$ cat src/rtl/gcr_cell_pkg.sv
// Shared constants, types and helper functions for the GCR bit-cell
// write serializer. Assumes an 8-bit data byte and a 10-bit fill
// pattern; the fill pattern width sets the shift register width.
package gcr_cell_pkg;

    localparam int DATA_BITS    = 8;
    localparam int SYNC_BITS    = 10;
    localparam int MAX_ZERO_RUN = 2;
    localparam int WORD_BITS    = SYNC_BITS;
    localparam int PAD_BITS     = WORD_BITS - DATA_BITS;
    localparam int LEN_W        = $clog2(WORD_BITS + 1);

    typedef logic [WORD_BITS-1:0] pattern_t;
    typedef logic [LEN_W-1:0]     length_t;

    localparam length_t DATA_LEN = length_t'(DATA_BITS);
    localparam length_t SYNC_LEN = length_t'(SYNC_BITS);

    typedef enum logic {
        WORD_DATA = 1'b0,
        WORD_SYNC = 1'b1
    } word_kind_e;

    typedef struct packed {
        pattern_t pattern;
        length_t  length;
    } cell_word_t;

    // Fill pattern: DATA_BITS ones in the top positions, zeros below.
    function automatic pattern_t sync_pattern();
        pattern_t p;
        for (int i = 0; i < WORD_BITS; i++) begin
            p[i] = (i >= PAD_BITS) ? 1'b1 : 1'b0;
        end
        return p;
    endfunction

    // Data byte left-aligned in the shift register.
    function automatic pattern_t data_pattern(logic [DATA_BITS-1:0] b);
        return {b, {PAD_BITS{1'b0}}};
    endfunction

    // A byte is legal when its top bit is set and no zero run is too long.
    function automatic logic byte_is_legal(logic [DATA_BITS-1:0] b);
        int   run;
        logic ok;
        run = 0;
        ok  = b[DATA_BITS-1];
        for (int i = DATA_BITS - 1; i >= 0; i--) begin
            if (b[i]) begin
                run = 0;
            end else begin
                run = run + 1;
                if (run > MAX_ZERO_RUN) begin
                    ok = 1'b0;
                end
            end
        end
        return ok;
    endfunction

endpackage

$ cat src/rtl/gcr_cell_timer.sv
// Cell timer: counts clocks within a bit cell and flags the last clock
// of each cell. Assumes CELL_CLKS >= 2. Held at the first clock while
// the serializer has not started.
module gcr_cell_timer #(
    parameter int CELL_CLKS = 16
) (
    input  logic clk,
    input  logic rst_n,
    input  logic run,
    output logic cell_end
);

    localparam int CNT_W = (CELL_CLKS > 1) ? $clog2(CELL_CLKS) : 1;
    localparam logic [CNT_W-1:0] LAST_CNT = CNT_W'(CELL_CLKS - 1);

    logic [CNT_W-1:0] cnt;

    // Advance the in-cell clock counter, wrapping at the cell end.
    always_ff @(posedge clk) begin
        if (!rst_n) begin
            cnt <= '0;
        end else if (!run) begin
            cnt <= '0;
        end else if (cnt == LAST_CNT) begin
            cnt <= '0;
        end else begin
            cnt <= cnt + 1'b1;
        end
    end

    assign cell_end = run && (cnt == LAST_CNT);

    AST_CNT_IN_RANGE: assert property (@(posedge clk) disable iff (!rst_n)
        cnt <= LAST_CNT);

    AST_CELL_END_SINGLE: assert property (@(posedge clk) disable iff (!rst_n)
        cell_end |=> !cell_end);

    AST_IDLE_AT_FIRST: assert property (@(posedge clk) disable iff (!rst_n)
        !run |=> (cnt == '0));

endmodule

$ cat src/rtl/gcr_word_gate.sv
// Word gate: owns the handshake, decides what the next word will be
// (accepted byte, accepted fill, or fill for an underrun or refused
// byte), and keeps the started, refused-byte and underrun flags.
// Assumes word_done marks the final clock of the word now being sent.
module gcr_word_gate
    import gcr_cell_pkg::*;
(
    input  logic                 clk,
    input  logic                 rst_n,
    input  logic                 word_done,
    input  logic                 in_valid,
    input  logic                 in_mode,
    input  logic [DATA_BITS-1:0] in_data,
    input  logic                 underrun_clr,
    output logic                 in_ready,
    output logic                 load,
    output cell_word_t           load_word,
    output logic                 started,
    output logic                 bad_byte,
    output logic                 underrun_flag
);

    word_kind_e kind;
    logic       boundary;
    logic       take;
    logic       legal;
    logic       accept;
    logic       starve;

    assign kind     = word_kind_e'(in_mode);
    assign boundary = !started || word_done;
    assign take     = boundary && in_valid;
    assign legal    = (kind == WORD_SYNC) || byte_is_legal(in_data);
    assign accept   = take && legal;
    assign starve   = boundary && started && !in_valid;
    assign in_ready = boundary;
    assign load     = accept || (boundary && started);

    // Choose the pattern and length of the word loaded at this boundary.
    always_comb begin
        if (accept && (kind == WORD_DATA)) begin
            load_word.pattern = data_pattern(in_data);
            load_word.length  = DATA_LEN;
        end else begin
            load_word.pattern = sync_pattern();
            load_word.length  = SYNC_LEN;
        end
    end

    // Latch that sending has begun; it never stops afterwards.
    always_ff @(posedge clk) begin
        if (!rst_n) begin
            started <= 1'b0;
        end else if (accept) begin
            started <= 1'b1;
        end
    end

    // One-clock report of a refused data byte.
    always_ff @(posedge clk) begin
        if (!rst_n) begin
            bad_byte <= 1'b0;
        end else begin
            bad_byte <= take && !legal;
        end
    end

    // Sticky underrun flag; a new underrun wins over a clear.
    always_ff @(posedge clk) begin
        if (!rst_n) begin
            underrun_flag <= 1'b0;
        end else if (starve) begin
            underrun_flag <= 1'b1;
        end else if (underrun_clr) begin
            underrun_flag <= 1'b0;
        end
    end

    AST_STARTED_STICKY: assert property (@(posedge clk) disable iff (!rst_n)
        started |=> started);

    AST_UNDERRUN_HOLD: assert property (@(posedge clk) disable iff (!rst_n)
        (underrun_flag && !underrun_clr) |=> underrun_flag);

    AST_UNDERRUN_ONLY_RUNNING: assert property (@(posedge clk) disable iff (!rst_n)
        underrun_flag |-> started);

    AST_BAD_AFTER_HANDSHAKE: assert property (@(posedge clk) disable iff (!rst_n)
        bad_byte |-> $past(in_ready && in_valid && !in_mode));

    AST_IDLE_REFUSE_NO_LOAD: assert property (@(posedge clk) disable iff (!rst_n)
        (!started && in_valid && !in_mode && !in_data[DATA_BITS-1]) |-> !load);

endmodule

$ cat src/rtl/gcr_bit_shifter.sv
// Bit shifter: holds the word being sent, steps to the next bit at each
// cell end, and drives the transition-coded line. Assumes load is only
// raised at a word boundary and carries a nonzero length.
module gcr_bit_shifter
    import gcr_cell_pkg::*;
(
    input  logic       clk,
    input  logic       rst_n,
    input  logic       load,
    input  cell_word_t load_word,
    input  logic       cell_end,
    output logic       last_bit,
    output logic       wr_line
);

    localparam int MSB = WORD_BITS - 1;

    pattern_t   shreg;
    length_t    bits_left;
    logic [1:0] zero_cells;

    assign last_bit = (bits_left == length_t'(1));

    // Load a new word or move on to the next bit of the current one.
    always_ff @(posedge clk) begin
        if (!rst_n) begin
            shreg     <= '0;
            bits_left <= '0;
        end else if (load) begin
            shreg     <= load_word.pattern;
            bits_left <= load_word.length;
        end else if (cell_end && !last_bit) begin
            shreg     <= {shreg[MSB-1:0], 1'b0};
            bits_left <= bits_left - 1'b1;
        end
    end

    // Invert the line at the start of every cell that carries a 1.
    always_ff @(posedge clk) begin
        if (!rst_n) begin
            wr_line <= 1'b0;
        end else if (load) begin
            wr_line <= wr_line ^ load_word.pattern[MSB];
        end else if (cell_end && !last_bit) begin
            wr_line <= wr_line ^ shreg[MSB-1];
        end
    end

    // Count finished 0 cells in a row, saturating, for the run check.
    always_ff @(posedge clk) begin
        if (!rst_n) begin
            zero_cells <= '0;
        end else if (cell_end) begin
            if (shreg[MSB]) begin
                zero_cells <= '0;
            end else if (zero_cells != 2'b11) begin
                zero_cells <= zero_cells + 1'b1;
            end
        end
    end

    AST_TOGGLE_IS_BIT: assert property (@(posedge clk) disable iff (!rst_n)
        (load || (cell_end && !last_bit)) |=> ((wr_line ^ $past(wr_line)) == shreg[MSB]));

    AST_ZERO_RUN_LIMIT: assert property (@(posedge clk) disable iff (!rst_n)
        zero_cells <= 2'(MAX_ZERO_RUN));

    AST_LOAD_HAS_LENGTH: assert property (@(posedge clk) disable iff (!rst_n)
        load |=> (bits_left != '0));

endmodule

$ cat src/rtl/gcr_cell_writer.sv
// GCR bit-cell write serializer top: connects the word gate, cell timer
// and bit shifter. Assumes all inputs are synchronous to clk.
module gcr_cell_writer
    import gcr_cell_pkg::*;
#(
    parameter int CELL_CLKS = 16
) (
    input  logic                 clk,
    input  logic                 rst_n,
    input  logic                 in_valid,
    input  logic                 in_mode,
    input  logic [DATA_BITS-1:0] in_data,
    output logic                 in_ready,
    input  logic                 underrun_clr,
    output logic                 wr_line,
    output logic                 bad_byte,
    output logic                 underrun_flag
);

    logic       cell_end;
    logic       last_bit;
    logic       word_done;
    logic       load;
    logic       started;
    cell_word_t load_word;

    assign word_done = cell_end && last_bit;

    gcr_word_gate u_gate (
        .clk           (clk),
        .rst_n         (rst_n),
        .word_done     (word_done),
        .in_valid      (in_valid),
        .in_mode       (in_mode),
        .in_data       (in_data),
        .underrun_clr  (underrun_clr),
        .in_ready      (in_ready),
        .load          (load),
        .load_word     (load_word),
        .started       (started),
        .bad_byte      (bad_byte),
        .underrun_flag (underrun_flag)
    );

    gcr_cell_timer #(
        .CELL_CLKS (CELL_CLKS)
    ) u_timer (
        .clk      (clk),
        .rst_n    (rst_n),
        .run      (started),
        .cell_end (cell_end)
    );

    gcr_bit_shifter u_shift (
        .clk       (clk),
        .rst_n     (rst_n),
        .load      (load),
        .load_word (load_word),
        .cell_end  (cell_end),
        .last_bit  (last_bit),
        .wr_line   (wr_line)
    );

    AST_WORD_CHAINED: assert property (@(posedge clk) disable iff (!rst_n)
        word_done |-> load);

    AST_LINE_AT_CELL_START: assert property (@(posedge clk) disable iff (!rst_n)
        (!load && !cell_end) |=> $stable(wr_line));

    AST_READY_WHEN_IDLE: assert property (@(posedge clk) disable iff (!rst_n)
        !started |-> in_ready);

endmodule

$ cat config.mk
export PLATFORM = sky130hd
export DESIGN_NAME = gcr_cell_writer
export DESIGN_NICKNAME = d
export VERILOG_FILES = /design/src/rtl/gcr_cell_pkg.sv /design/src/rtl/gcr_cell_timer.sv /design/src/rtl/gcr_word_gate.sv /design/src/rtl/gcr_bit_shifter.sv /design/src/rtl/gcr_cell_writer.sv
export SDC_FILE = /design/constraint.sdc
export NUM_CORES = 1
export LEC_CHECK = 0
export BUFFER_PORTS_ARGS = -buffer_cell sky130_fd_sc_hd__buf_2
export CAP_MARGIN = 20
export CORE_MARGIN = 4
export CORE_UTILIZATION = 50
export CTS_CLUSTER_DIAMETER = 60
export CTS_CLUSTER_SIZE = 8
export DETAILED_ROUTE_END_ITERATION = 10
export GPL_ROUTABILITY_DRIVEN = 0
export GPL_TIMING_DRIVEN = 0
export PLACE_DENSITY = 0.73
export SETUP_SLACK_MARGIN = 0.3
export SYNTH_ARGS = -nofsm -noshare
export SYNTH_HDL_FRONTEND = slang
export SYNTH_SLANG_ARGS = --single-unit
$ cat constraint.sdc
create_clock -name clk -period 2.16 [get_ports clk]
set_input_delay 0.432 -clock clk [delete_from_list [all_inputs] [get_ports clk]]
set_output_delay 0.432 -clock clk [all_outputs]
set_load 0.005 [all_outputs]
* After elaboration in Yosys (flattened, before gate mapping)
Cells that the tools add are included.
** Word-level totals
- Register bits :: 21
- Bits of input ports :: 13
- Output and inout bits :: 4
- Word-level logic and storage cells :: 79
** Cells by class
- Add/subtract/negate cells :: 9
- Order comparisons :: 7
- Eq/ne operators :: 2
- Multiplexer cells :: 30
- Bitwise logic cells :: 5
- Reductions and logical operators :: 19
** Operators with widths (number)
- 32-bit by 2-bit adder with 32-bit output (second input constant) :: 7
- 32-bit by 3-bit > comparator with 1-bit output (second input constant) :: 7
- 32-bit two-way mux :: 6
- 1-bit two-way mux :: 19
- 9-bit two-way mux :: 2
- 14-bit two-way mux :: 1
- 1-bit logical AND :: 9
- 4-bit two-way mux :: 2
- 4-bit by 1-bit adder with 4-bit output (second input constant) :: 1
- 4-bit by 1-bit equality test with 1-bit output (second input constant) :: 1
- 4-bit equality test (second input constant) :: 1
- 1-bit logical NOT :: 4
- 2-bit nonzero test :: 2
- 4-bit by 1-bit subtractor with 4-bit output (second input constant) :: 1
- 1-bit logical OR :: 3
- 1-bit inverter :: 3
- 3-bit OR reduction :: 1
- 1-bit XOR :: 2

* Depth between registers and ports, before layout
- Depth in word-level cells :: 23
- Gate-level depth with buffers :: 7
- Gate-level depth less buffers :: 7

* By module
A second synthesis with hierarchy kept.
** Unflattened totals
- Cell total of the unflattened synthesis :: 145
- Area total of the unflattened synthesis :: 1239.9 um^2
** Modules (own cells, without submodules)
- gcr_bit_shifter :: instances 1, cells each 89, area an instance 738.2 um^2, seq. area each 280.3 um^2
- gcr_word_gate :: instances 1, cells each 38, area an instance 339.1 um^2, seq. area each 60.1 um^2
- gcr_cell_timer :: instances 1, cells each 17, area an instance 156.4 um^2, seq. area each 80.1 um^2
- gcr_cell_writer :: instances 1, cells each 1, area an instance 6.3 um^2, seq. area each 0.0 um^2

* Least setup slack after synthesis
No wires, ideal clock.
- Path kind :: register -> register
- Start point :: reg u_timer.cnt[0]
- End point :: reg u_shift.bits_left[2]
- Library setup time :: 116 ps
- Arrival :: 1732 ps
- Setup slack :: 312 ps
- Stages on the path, launching flop included :: 8
- Path buffers :: 1
- Cell sequence :: dfxtp_1 > ha_1 > and4_4 > buf_6 > a41o_1 > a21o_2 > and3_1 > o211a_1
** On the way
- Word-level cells in the longest chain between the ends :: 8
- Elaborated cells on any way between the ends :: 11
- Those cells by class :: eq/ne (1); mux (1); reduce/logical (9)
** Ends and longest elaborated chain
- start, declared :: line gcr_cell_timer.sv:16 : logic [CNT_W-1:0] cnt;
- start signal, assigned :: line gcr_cell_timer.sv:27 : cnt <= cnt + 1'b1;
- 4-bit equality test (*) :: line gcr_cell_timer.sv:31 : assign cell_end = run && (cnt == LAST_CNT);
- 1-bit logical AND (*) :: line gcr_cell_timer.sv:31
- 1-bit logical AND :: line gcr_cell_writer.sv:27 : assign word_done = cell_end && last_bit;
- 1-bit logical OR :: line gcr_word_gate.sv:31 : assign boundary = !started || word_done;
- 1-bit logical AND :: line gcr_word_gate.sv:32 : assign take = boundary && in_valid;
- 1-bit logical AND :: line gcr_word_gate.sv:34 : assign accept = take && legal;
- 1-bit logical OR :: line gcr_word_gate.sv:37 : assign load = accept || (boundary && started);
- 4-bit two-way mux / 2-bit nonzero test (equally long branches)
- end signal, assigned :: line gcr_bit_shifter.sv:31 : bits_left <= load_word.length;
- end signal, assigned :: line gcr_bit_shifter.sv:34 : bits_left <= bits_left - 1'b1;
- end, declared :: line gcr_bit_shifter.sv:19 : length_t bits_left;
Every way passes the cells marked *; elsewhere a longest branch is shown, timed or not.
A chain may end at the register's enable or synchronous reset.

* Worst setup path in the final report
- Start point :: reg u_timer.cnt[1]
- End point :: out in_ready
** On the way
- Word-level cells in the longest chain between the ends :: 4
** Ends and longest elaborated chain
- 4-bit equality test :: line gcr_cell_timer.sv:31
- 1-bit logical AND :: line gcr_cell_timer.sv:31
- 1-bit logical AND :: line gcr_cell_writer.sv:27
- 1-bit logical OR :: line gcr_word_gate.sv:31
- end, declared :: line gcr_cell_writer.sv:13 : output logic in_ready,
No other way between the ends.

==> out/results.txt <==
Synth Net Count - 124
HP Class - in2reg
Port bufs - 16
Synthesized instance count - 108
CP max FO - 6
Final total power - 698.9 µW
Post-DR vias/cell - 5.497
Cell Area, Synth - 957.2 µm²
R2r setup slk - 0.34 ns
HP Start - rst_n
Global route overflow - 0
Tmin final - 1.819 ns
Power per cell area - 583.7 mW/mm²
Cell mode on critical path - buf_6
Final non-filler cell area - 0.001197 mm²
Leading post-synthesis cells by instance count - dfxtp_1 (19), a21oi_1 (12), inv_1 (9), nor2_1 (8), o21ai_0 (7)
Crit-path cells - ha_4 > and4_4 > buf_6 > nand3_4 > nand2_2 > buf_6
Share of layout cells above drive strength 1 - 31.06%
Die Y - 51.76 µm
Via count - 863
M2 GR Usage - 27.12%
CP Data Arrival Time - 1.39 ns
Initial antenna violation count - 0
Drt wl/cell - 13.75 µm
DRC Markers - 0
Logic pwr share - 18.4%
Startpoint Class - flip-flop
Routed Antenna Nets - 0
Yosys reg bits - 19
P_sw - 196.0 µW
Die Width - 51.76 µm
Tcrit/Tclk final - 84.20%
Die area - 0.002679 mm²
Area contributors post-synth - dfxtp_1 (40%), a21oi_1 (6.3%), mux2i_1 (6.3%)
Slew @ Worst Pin - 0.4916 ns
H-tree levels - 1
Dpl ws - 0.09682 ns
Top-count cell post-synth - dfxtp_1
Global-route wire length before repair - 3.456 mm
Worst EP required - 1.73 ns
Cts bufs inserted - 3
Area grow syn2layout - 25.10%
Ys async rst share - 0%
Layout Utilization - 67.87%
Status - finished, final reports clean
Placed cell area - 0.001069 mm²
Crit end category - output port
FILL cells - 158
Reg clk slew, reported paths - 0.11 ns
Post-route setup slack - 0.3412 ns
GRT busiest layer - met2
Std cell rows - 15
EDFF count, synth - 0
Sequential-to-total area share from yosys stat - 39.74%
CP Class - reg2out
Vias in the first global route - 843
Pin count of the biggest net entering global routing - 12
GRT Overall Usage - 17.28%
Ports - 17
Avg Inst Size Synth - 8.863 µm²
Initial Util - 54.26%
Slew HR - 67.03%
Max-cap violations - 0
VDD IR max - 435.4 µV
Core box area - 0.001764 mm²
P_leak - 0.0005308 µW
Final TNS setup - 0 ns
Initial DRC count - 15
CTS tree - built
Worst reg-to-reg path cell count - 7
HPWL after DPL - 1.500 mm
Top-area cell type share of the netlist area - 39.74%
Final Max Slew Viols - 0
Warnings from Yosys - 0
Dominant cell type by area after synthesis - dfxtp_1
Grt met3 use - 4.298%
Main synth FF type - dfxtp_1
Layout net count - 149
Power Internal - 502.9 µW
Reg power frac - 55.7%
Critical path origin - u_timer.cnt[1]
First-pass iteration count of the detailed router - 4
Global Route met1 Usage - 21.31%
Clock share of power - 25.9%
Slowest cell on the critical path - dfxtp_2
Setup violators final - 0
Fin Clk Skew - 0.003083 ns
Hold Vio Cnt, Final - 0
RR Endpoint - u_shift.bits_left[2]
R2r startpoint - u_timer.cnt[1]
RSZ-0062 raised after global routing - yes
Total wire length - 2.159 mm
Fmax - 0.5498 GHz
Net switching share of the total power - 28.05%
Diode count - 0
Clock latency on the worst-skew pair - 0.30 ns
CP max stage delay - 0.37 ns
Clock buffer depth - 2
CP endpoint - in_ready
Synth unique cells - 34
Clk root buf - clkbuf_4
# clock sinks - 19
-- worst min path at each step --
| stage | end | depth (start not counted) |
|---|---|---|
| floorplan | u_timer.cnt[0] | 1 |
| global placement | u_timer.cnt[0] | 1 |
| detailed placement | u_timer.cnt[0] | 1 |
| CTS | u_shift.shreg[5] | 3 |
| global route | u_shift.shreg[6] | 3 |
| finish | u_shift.shreg[5] | 3 |
-- flip-flops by register name, indices dropped and copies added (netlist names) --
name                  cells
u_gate.underrun_flag      1
u_gate.bad_byte           1
u_shift.wr_line           1
u_timer.cnt               4
u_gate.started            1
u_shift.shreg             7
u_shift.bits_left         4
-- repair_timing --
| item | CTS | global route |
|---|---|---|
| resized for setup | 5 | 11 |
| hold endpoints to repair | 0 | 0 |
| pin swaps | 0 | 2 |
| hold buffers | 0 | 0 |
| buffers inserted | 1 | 3 |
| setup endpoints to repair | 9 | 10 |
-- area by class of cell --
class / instances / area, µm² / share of cell area [%]
multi-input combinational: 78 / 589.3 / 49.22
sequential: 19 / 384.1 / 32.08
timing repair buffer: 20 / 116.4 / 9.718
inverter: 9 / 33.78 / 2.821
tap: 25 / 31.28 / 2.612
clock buffer: 3 / 22.52 / 1.881
buffer: 2 / 15.01 / 1.254
clock inverter: 1 / 5.005 / 0.4180
-- placed cells by master, fill, tap and decap left out, types with 2 or more instances in the layout --
master / netlist / final
clkbuf_4: 0 / 3
o21ai_0: 7 / 7
buf_6: 1 / 2
nand2_1: 6 / 5
nor2_1: 8 / 7
a211oi_1: 2 / 2
buf_2: 0 / 15
dfxtp_1: 19 / 16
a21oi_1: 12 / 12
dfxtp_2: 0 / 3
mux2i_1: 6 / 6
and2_1: 3 / 3
nor3_1: 2 / 2
nand3_1: 5 / 4
inv_1: 9 / 9
o21a_1: 3 / 3
xor2_1: 2 / 2
buf_4: 0 / 4
and3_1: 2 / 2
-- critical path, delay by kind of cell, from the launching register on --
family / cells / cell delay (ns)
adder cells (fa/ha/maj): 1 / 0.14
buffers and inverters: 2 / 0.21
AND/OR/NAND/NOR: 3 / 0.37
flip-flops: 1 / 0.37
-- metrics by stage --
| stage | instances | hold WS, ns |
|---|---|---|
| 2_1_floorplan | 108 | 0.4179 |
| 3_3_place_gp | 149 | 0.4306 |
| 3_5_place_dp | 149 | 0.4399 |
| 4_1_cts | 154 | 0.4195 |
| 5_1_grt | 157 | 0.4361 |
| 6_report | 157 | 0.4240 |
-- power by group through the flow --
stage                     logic, µW  registers [µW]  clock network (µW)
after floorplan                80.1             392                   0
after global placement          112             394                   0
after detailed placement        115             396                   0
after CTS                       119             388                 184
after global routing            143             392                 202
final                           128             389                 181
-- cell families (layout without fill, tap and decap cells) --
kind of cell	Yosys count	count (layout)	synth area share [%]
AOI/OAI and AO/OA	34	34	24.97
and+or+nand+nor	32	32	17.26
DFF	19	19	39.74
buffers and inverters	11	35	5.097
muxes	6	6	6.275
adders and majority gates	3	3	3.922
xor gates and xnor gates	3	3	2.746
-- metal layers --
| metal | vias up | share of wire, % |
|---|---|---|
| met5 | - | 0 |
| met3 | 5 | 5.0 |
| met2 | 27 | 48 |
| met4 | 0 | 2.1 |
| met1 | 400 | 44 |
| li1 | 431 | - |
Power figures use the tool's default switching activity.
